--- src/rtl/ocs_pkg.sv ---
package ocs_pkg;
    localparam int DT_W = 8;

    typedef logic [DT_W-1:0] dt_cnt_t;

    // state of one complementary pair sequencer
    typedef struct packed {
        dt_cnt_t cnt;    // remaining dead-time cycles
        logic    tgt_m;  // last seen main target
        logic    tgt_c;  // last seen complementary target
        logic    main;   // registered main pin
        logic    comp;   // registered complementary pin
    } pair_st_t;
endpackage

--- src/rtl/ocs_idle_reg.sv ---
module ocs_idle_reg #(
    parameter int NUM_CH   = 4,
    parameter int NUM_COMP = 3,
    parameter int WORD_W   = 16,
    parameter int IDLE_LSB = 8
) (
    input  logic                clk,
    input  logic                rst_n,
    input  logic                wr_en,
    input  logic [WORD_W-1:0]   wr_data,
    input  logic [1:0]          lock_lvl,
    output logic [NUM_CH-1:0]   idle_m,
    output logic [NUM_COMP-1:0] idle_c,
    output logic [WORD_W-1:0]   rd_word
);
    typedef struct packed {
        logic [NUM_CH-1:0]   m;
        logic [NUM_COMP-1:0] c;
    } idle_t;

    idle_t st_d, st_q;
    logic  wr_ok;
    logic  unused_bits;

    assign unused_bits = ^wr_data;
    assign wr_ok       = wr_en && (lock_lvl == 2'b00);

    always_comb begin
        st_d = st_q;
        if (wr_ok) begin
            for (int i = 0; i < NUM_CH; i++) begin
                st_d.m[i] = wr_data[IDLE_LSB + 2*i];
            end
            for (int i = 0; i < NUM_COMP; i++) begin
                st_d.c[i] = wr_data[IDLE_LSB + 2*i + 1];
            end
        end
    end

    always_ff @(posedge clk or negedge rst_n) begin
        if (!rst_n) st_q <= '0;
        else        st_q <= st_d;
    end

    always_comb begin
        rd_word = '0;
        for (int i = 0; i < NUM_CH; i++) begin
            rd_word[IDLE_LSB + 2*i] = st_q.m[i];
        end
        for (int i = 0; i < NUM_COMP; i++) begin
            rd_word[IDLE_LSB + 2*i + 1] = st_q.c[i];
        end
    end

    assign idle_m = st_q.m;
    assign idle_c = st_q.c;
endmodule

--- src/rtl/ocs_dt_pair.sv ---
module ocs_dt_pair
    import ocs_pkg::*;
(
    input  logic    clk,
    input  logic    rst_n,
    input  logic    out_en,
    input  logic    ref_i,
    input  logic    idle_m,
    input  logic    idle_c,
    input  dt_cnt_t dead_time,
    output logic    main_o,
    output logic    comp_o
);
    pair_st_t st_d, st_q;
    logic     tgt_m, tgt_c;
    logic     hold_m, hold_c;
    logic     done;

    always_comb begin
        tgt_m = out_en ? ref_i  : idle_m;
        tgt_c = out_en ? ~ref_i : idle_c;
        // running: falls pass at once, rises wait; idle: comp passes, main waits
        hold_m = out_en ? (st_q.main & tgt_m) : st_q.main;
        hold_c = out_en ? (st_q.comp & tgt_c) : tgt_c;

        st_d = st_q;
        if ({tgt_m, tgt_c} != {st_q.tgt_m, st_q.tgt_c}) begin
            st_d.tgt_m = tgt_m;
            st_d.tgt_c = tgt_c;
            st_d.cnt   = dead_time;
            done       = (dead_time == '0);
        end else begin
            done     = (st_q.cnt <= dt_cnt_t'(1));
            st_d.cnt = done ? '0 : st_q.cnt - 1'b1;
        end

        if (done) begin
            st_d.main = tgt_m;
            st_d.comp = tgt_c;
        end else begin
            st_d.main = hold_m;
            st_d.comp = hold_c;
        end
    end

    always_ff @(posedge clk or negedge rst_n) begin
        if (!rst_n) st_q <= '0;
        else        st_q <= st_d;
    end

    assign main_o = st_q.main;
    assign comp_o = st_q.comp;
endmodule

--- src/rtl/ocs_single.sv ---
module ocs_single (
    input  logic clk,
    input  logic rst_n,
    input  logic out_en,
    input  logic ref_i,
    input  logic idle_m,
    output logic main_o
);
    logic pin_d, pin_q;

    always_comb pin_d = out_en ? ref_i : idle_m;

    always_ff @(posedge clk or negedge rst_n) begin
        if (!rst_n) pin_q <= 1'b0;
        else        pin_q <= pin_d;
    end

    assign main_o = pin_q;
endmodule

--- src/rtl/ocs_out_stage.sv ---
module ocs_out_stage #(
    parameter int NUM_CH   = 4,
    parameter int NUM_COMP = 3,
    parameter int WORD_W   = 16,
    parameter int IDLE_LSB = 8
) (
    input  logic                     clk,
    input  logic                     rst_n,
    input  logic [NUM_CH-1:0]        pwm_ref,
    input  logic                     out_en,
    input  logic [1:0]               lock_lvl,
    input  logic [ocs_pkg::DT_W-1:0] dead_time,
    input  logic                     wr_en,
    input  logic [WORD_W-1:0]        wr_data,
    output logic [NUM_CH-1:0]        ch_out,
    output logic [NUM_COMP-1:0]      chn_out,
    output logic [WORD_W-1:0]        idle_word
);
    logic [NUM_CH-1:0]   idle_m;
    logic [NUM_COMP-1:0] idle_c;

    ocs_idle_reg #(
        .NUM_CH(NUM_CH), .NUM_COMP(NUM_COMP), .WORD_W(WORD_W), .IDLE_LSB(IDLE_LSB)
    ) u_idle (
        .clk(clk), .rst_n(rst_n), .wr_en(wr_en), .wr_data(wr_data),
        .lock_lvl(lock_lvl), .idle_m(idle_m), .idle_c(idle_c), .rd_word(idle_word)
    );

    for (genvar i = 0; i < NUM_CH; i++) begin : g_ch
        if (i < NUM_COMP) begin : g_pair
            ocs_dt_pair u_pair (
                .clk(clk), .rst_n(rst_n), .out_en(out_en), .ref_i(pwm_ref[i]),
                .idle_m(idle_m[i]), .idle_c(idle_c[i]), .dead_time(dead_time),
                .main_o(ch_out[i]), .comp_o(chn_out[i])
            );
        end else begin : g_single
            ocs_single u_one (
                .clk(clk), .rst_n(rst_n), .out_en(out_en), .ref_i(pwm_ref[i]),
                .idle_m(idle_m[i]), .main_o(ch_out[i])
            );
        end
    end
endmodule

--- config.mk ---
export PLATFORM = sky130hd
export DESIGN_NAME = ocs_out_stage
export DESIGN_NICKNAME = d
export VERILOG_FILES = /design/src/rtl/ocs_pkg.sv /design/src/rtl/ocs_idle_reg.sv /design/src/rtl/ocs_dt_pair.sv /design/src/rtl/ocs_single.sv /design/src/rtl/ocs_out_stage.sv
export SDC_FILE = /design/constraint.sdc
export NUM_CORES = 1
export LEC_CHECK = 0
export ABC_AREA = 1
export CAP_MARGIN = 20
export CORE_MARGIN = 1
export CORE_UTILIZATION = 45
export CTS_BUF_LIST = sky130_fd_sc_hd__clkbuf_16
export CTS_CLUSTER_DIAMETER = 60
export DETAILED_ROUTE_END_ITERATION = 8
export GPL_TIMING_DRIVEN = 0
export HOLD_SLACK_MARGIN = 0.08
export PLACE_DENSITY = 0.73
export SYNTH_ARGS = -nofsm -noshare
export SYNTH_HDL_FRONTEND = slang
export SYNTH_SLANG_ARGS = --single-unit
--- constraint.sdc ---
create_clock -name clk -period 3.6 [get_ports clk]
set_input_delay 0.36 -clock clk [delete_from_list [all_inputs] [get_ports clk]]
set_output_delay 0.36 -clock clk [all_outputs]
set_load 0.05 [all_outputs]
**Word level (Yosys, flattened, before mapping)**

Index checks and enable logic that the tools add are counted.

- Bits in registers: 44
- Latch bits: 0
- Bits in writable memories: 0
- Memory bits (read-only): 0
- Bits of input ports: 34
- Output and inout port bits: 23
- Word-level logic and storage cells: 67
- Memories kept: 0

- Add/subtract/negate cells: 3
- Multipliers: 0
- Div/mod/pow operators: 0
- $lt $le $gt $ge: 3
- Equality and inequality tests: 3
- Shift-type cells: 0
- Muxes and demuxes: 25
- Bitwise gates (word level): 9
- Reductions and logical operators: 6

Operators by type and width:

| cell | number |
|---|---|
| 8-bit 2-to-1 mux | 6 |
| 8-bit by 1-bit less-or-equal comparator with 1-bit output (second input constant) | 3 |
| 8-bit by 1-bit subtractor with 8-bit output (second input constant) | 3 |
| 1-bit 2-to-1 mux | 16 |
| 8-bit zero test | 1 |
| 1-bit bitwise AND | 6 |
| 2-bit 2-to-1 mux | 3 |
| 2-bit != test | 3 |
| 2-bit nonzero test | 3 |
| 1-bit inverter | 3 |
| 2-bit zero test | 1 |
| 1-bit logical AND | 1 |

**Logic depth before layout (Yosys ltp)**

- Depth in word-level cells: 5
- Depth in mapped cells: 12
- Depth with buffers taken out: 11

**Modules after synthesis**

A second synthesis with hierarchy kept.

- Cells, all modules: 308
- Area total of the unflattened synthesis: 2,668.8 um^2

By module, submodules not included:

| module | instances | cells each | area an instance (um^2) | seq. area each (um^2) |
|---|---|---|---|---|
| ocs_dt_pair | 3 | 85 | 738.2 | 300.3 |
| ocs_idle_reg | 1 | 48 | 414.1 | 175.2 |
| ocs_single | 1 | 5 | 40.0 | 25.0 |

**Least setup slack after synthesis**

OpenSTA, ideal clock, no wires.

- Path kind: register -> register
- Start: register g_ch[0].g_pair.u_pair.st_q[4] in the netlist's numbering
- End: register g_ch[0].g_pair.u_pair.st_q (netlist bit g_ch[0].g_pair.u_pair.main_o)
- Setup time: 119 ps
- Arrival time: 1,255 ps
- Required time: 3,481 ps
- Path slack: 2,226 ps
- Stages on the path, launching flop included: 10
- Path buffers: 1
- Period minus slack after synthesis: 1,374 ps
- Cell sequence: dfrtp_1 -> inv_1 -> ha_1 -> nor2_1 -> nor2_1 -> nand3_1 -> nand3_2 -> buf_6 -> a21oi_1 -> nor2_1

- Cells in the longest elaborated chain, start to end: 3
- Elaborated cells on any way between the ends: 4
- Those cells by class: order compare: 1; mux: 2; reduce/logical: 1

Ends and longest elaborated chain:

| what | RTL line | source |
|---|---|---|
| start: declaration | ocs_dt_pair.sv:14 | `pair_st_t st_d, st_q;` |
| start signal: assignment | ocs_dt_pair.sv:48 | `else st_q <= st_d;` |
| 8-bit by 1-bit less-or-equal comparator with 1-bit output (*) | ocs_dt_pair.sv:33 | `done = (st_q.cnt <= dt_cnt_t'(1));` |
| 1-bit 2-to-1 mux (*) | ocs_dt_pair.sv:27 | `if ({tgt_m, tgt_c} != {st_q.tgt_m, st_q.tgt_c}) begin` |
| 2-bit 2-to-1 mux / 2-bit nonzero test (equally long branches) | -- |  |

Every way passes the cells marked *; elsewhere a longest branch is shown, timed or not.
A chain may end at the register's enable or synchronous reset.

**Final worst setup path**

- Start: register u_idle.st_q (netlist bit u_idle.idle_m[2])
- End: output port idle_word[12]

RTL lines:

| what | RTL line | source |
|---|---|---|
| start: declaration | ocs_idle_reg.sv:21 | `idle_t st_d, st_q;` |
| start signal: assignment | ocs_idle_reg.sv:42 | `else st_q <= st_d;` |
| end: declaration | ocs_out_stage.sv:17 | `output logic [WORD_W-1:0] idle_word` |

No word-level cell between the ends.

==> flow_summary_export.csv <==
group,metric,value,unit
synthesis,synthFlopType,"dfrtp_1",
synthesis,ys_ff_latch,44,
pwr,irDropWorstVdd,263,uV
floorplan,die_w,76.3,um
finish,layoutNonFillerInstCount,413,
worst_setup_path,required,3.24,ns
synthesis,ys_seq_area_share,44.3,%
run_status,outcome,"finished clean",
clock_network,clk_path_buf_depth,2,
route,firstDrtPassIters,5,
global_routing,grt-ovfl-total,0,
global_routing,grt.total_usage,18.2,%
pwr,clockPowerShare,28.3,%
clock_network,cts_tree,"built",
floorplan,start_util,47.7,%
synthesis,synthCells,287,
timing,rsz0062_at_grt,"no",
clock_network,htree_levels,2,
placement,gp_congestion,0.820,
floorplan,design.core.area,0.00520,sq mm
global_routing,antenna_found_initial,0,
global_routing,grt_pass1_wl,8430,um
pwr,leakage,0.00160,uW
worst_setup_path,crit_slowest_cell,"clkdlybuf4s50_1",
worst_setup_path,cp-end-kind,"output pin",
route,ant_nets,0,
timing,holdWs,0.414,ns
hold_path,min_path_type,"in -> async",
worst_setup_path,r2r_start,"g_ch[0].g_pair.u_pair.st_q[4]$_DFF_PN0_",
finish,fin_util,60.9,%
worst_setup_path,reg2regPathDepth,9,
synthesis,syn_area,0.00248,sq mm
worst_setup_path,timing.rr.end,"g_ch[0].g_pair.u_pair.main_o$_DFFE_PN0P_",
timing,hold_viol,0,
pwr,internal_power,1180,uW
timing,fin_skew,0.00324,ns
clock_network,root_buffer,"clkbuf_16",
worst_setup_path,max_stage_delay,0.79,ns
placement,io_buffers,38,
floorplan,die_y,76.3,um
synthesis,yosysUniqueCellTypes,25,
route,drc,0,
floorplan,num_rows,26,
clock_network,clk_pin_slew,0.06,ns
flow_run,maxCapViolCount,0,
pwr,seq_power_share,36.6,%
worst_setup_path,ff2ff_setup_slack,2.04,ns
synthesis,async_flop_share,100,%
route,drt-initial-drc-count,86,
finish,area_growth,27.7,%
finish,drive_gt1_share,16.6,%
global_routing,grt_start_max_net_pins,41,
route,post_drt_wl_per_cell,11.6,um
timing,finalCritPeriodShare,54.7,%
floorplan,io_pins,57,
clock_network,cts.sinks,44,
clock_network,post_cts_buffers,0,
finish,layout_common_cells,"nand2_1 (44), dfrtp_1 (44), inv_1 (42), clkdlybuf4s50_1 (37), nor2_1 (26)",
clock_network,hold_buffers,1,
placement,place_inst,404,
placement,placed_area,0.00300,sq mm
worst_setup_path,cp_cell_sequence,"buf_4, clkdlybuf4s50_1",
route,viasPerCell,4.66,
synthesis,yosys_warnings,0,
timing,report.final.slew_viol_count,0,
synthesis,synth_edf_count,0,
timing,fin_tns_setup,0,ns
pwr,swShare,34.5,%
worst_setup_path,cp_max_fo,3,
clock_network,post_cts_resized,0,
timing,post-route-min-period,1.97,ns
global_routing,grt_pass1_vias,1891,
placement,dp_hpwl,3530,um
worst_setup_path,criticalPathCategory,"reg -> out",
timing,tightest_slew,0.514,ns
timing,max_slew_margin,65.6,%
worst_setup_path,worstPathArrival,1.61,ns
synthesis,synth_area_per_cell,8.65,sq um
timing,timing.fmax,508,MHz
clock_network,numCtsBuffers,5,
route,num_vias,1925,
pwr,combPwrFrac,35.1,%
pwr,p_per_area,568,mW/mm^2
floorplan,die-area,0.00582,sq mm
timing,finalSetupViolations,0,
route,wirelength,4770,um
clock_network,clk-insertion-delay-late,0.28,ns
pwr,p_sw,621,uW
finish,final_nets,382,
finish,antennaDiodeCount,0,
worst_setup_path,startpoint_type,"flop",
finish,finish.instance_area,0.00317,sq mm
## metrics by stage
| stage | power, uW | setup WS (ns) |
|---|---|---|
| after detailed placement | 1300 | 1.57 |
| after CTS | 1820 | 1.61 |
| after floorplan | 1130 | 2.23 |
| after global placement | 1280 | 0.977 |
| final | 1800 | 1.63 |
| after global routing | 1910 | 1.57 |
## layout make-up
class | count | area (sq um)
sequential | 44 | 1100
fill | 484 | 2030
multi-input combinational | 181 | 1040
tap | 70 | 87.6
buffer | 26 | 206
timing repair buffer | 40 | 405
clock inverter | 3 | 38.8
clock buffer | 5 | 125
inverter | 44 | 165
## power by group through the flow
stage | clock network, uW | logic (uW) | registers, uW
final | 509 | 633 | 659
after global routing | 541 | 694 | 672
after CTS | 519 | 637 | 659
after detailed placement | 0 | 631 | 667
after global placement | 0 | 619 | 664
after floorplan | 0 | 482 | 650
## how the worst max path moves through the flow
stage               cells after the start                               startpoint                                        to
finish                                  2             u_idle.idle_m[2]$_DFFE_PN0P_                             idle_word[12]
floorplan                               9  g_ch[0].g_pair.u_pair.st_q[4]$_DFF_PN0_  g_ch[0].g_pair.u_pair.main_o$_DFFE_PN0P_
global placement                        1                                    rst_n   g_ch[2].g_pair.u_pair.st_q[8]$_DFF_PN0_
detailed placement                     12                                   out_en  g_ch[2].g_pair.u_pair.main_o$_DFFE_PN0P_
global route                            2             u_idle.idle_m[2]$_DFFE_PN0P_                             idle_word[12]
CTS                                     2             u_idle.idle_m[2]$_DFFE_PN0P_                             idle_word[12]
## state kept, by name (all words and copies together), names as in the netlist
register	count
g_ch.g_pair.u_pair.comp_o	3
u_idle.idle_c	3
g_ch.g_pair.u_pair.st_q	30
g_ch.g_pair.u_pair.main_o	3
u_idle.idle_m	4
g_ch.g_single.u_one.main_o	1
## cells in the mapped netlist (3+ instances only)
library cell | count | area (sq um)
nor2_1 | 26 | 97.6
nand3b_1 | 3 | 22.5
a21oi_1 | 9 | 45.0
dfrtp_1 | 44 | 1100
buf_4 | 23 | 173
inv_1 | 41 | 154
mux2_2 | 4 | 45.0
buf_6 | 3 | 33.8
xnor2_1 | 8 | 70.1
nand2_2 | 8 | 50.1
xor2_1 | 9 | 78.8
nor3_1 | 5 | 25.0
inv_2 | 3 | 11.3
nand3_1 | 14 | 70.1
nand2_1 | 44 | 165
o22ai_1 | 23 | 144
nand4_1 | 3 | 18.8
ha_1 | 6 | 75.1
## worst max-delay path, delay by kind of cell (launching register included)
family,cells,cell delay (ns)
flip-flops,1,0.41
buffers and inverters,2,0.92
## kinds of logic after synthesis
group | after synthesis | synth area share (%)
muxes | 4 | 1.81
other | 1 | 0.151
xor gates and xnor gates | 17 | 6.00
adders and majority gates | 6 | 3.02
AOI/OAI and AO/OA | 37 | 9.12
and+or+nand+nor | 108 | 20.6
DFF | 44 | 44.3
buffers and inverters | 70 | 15.0
## layer usage
layer,global-route usage (%),wire (um),up-vias
met5,0,0,-
met3,4.19,221,5
met1,22.9,2210,869
met2,31.1,2280,48
li1,-,-,1003
met4,5.19,57,0
Power figures use the tool's default switching activity.
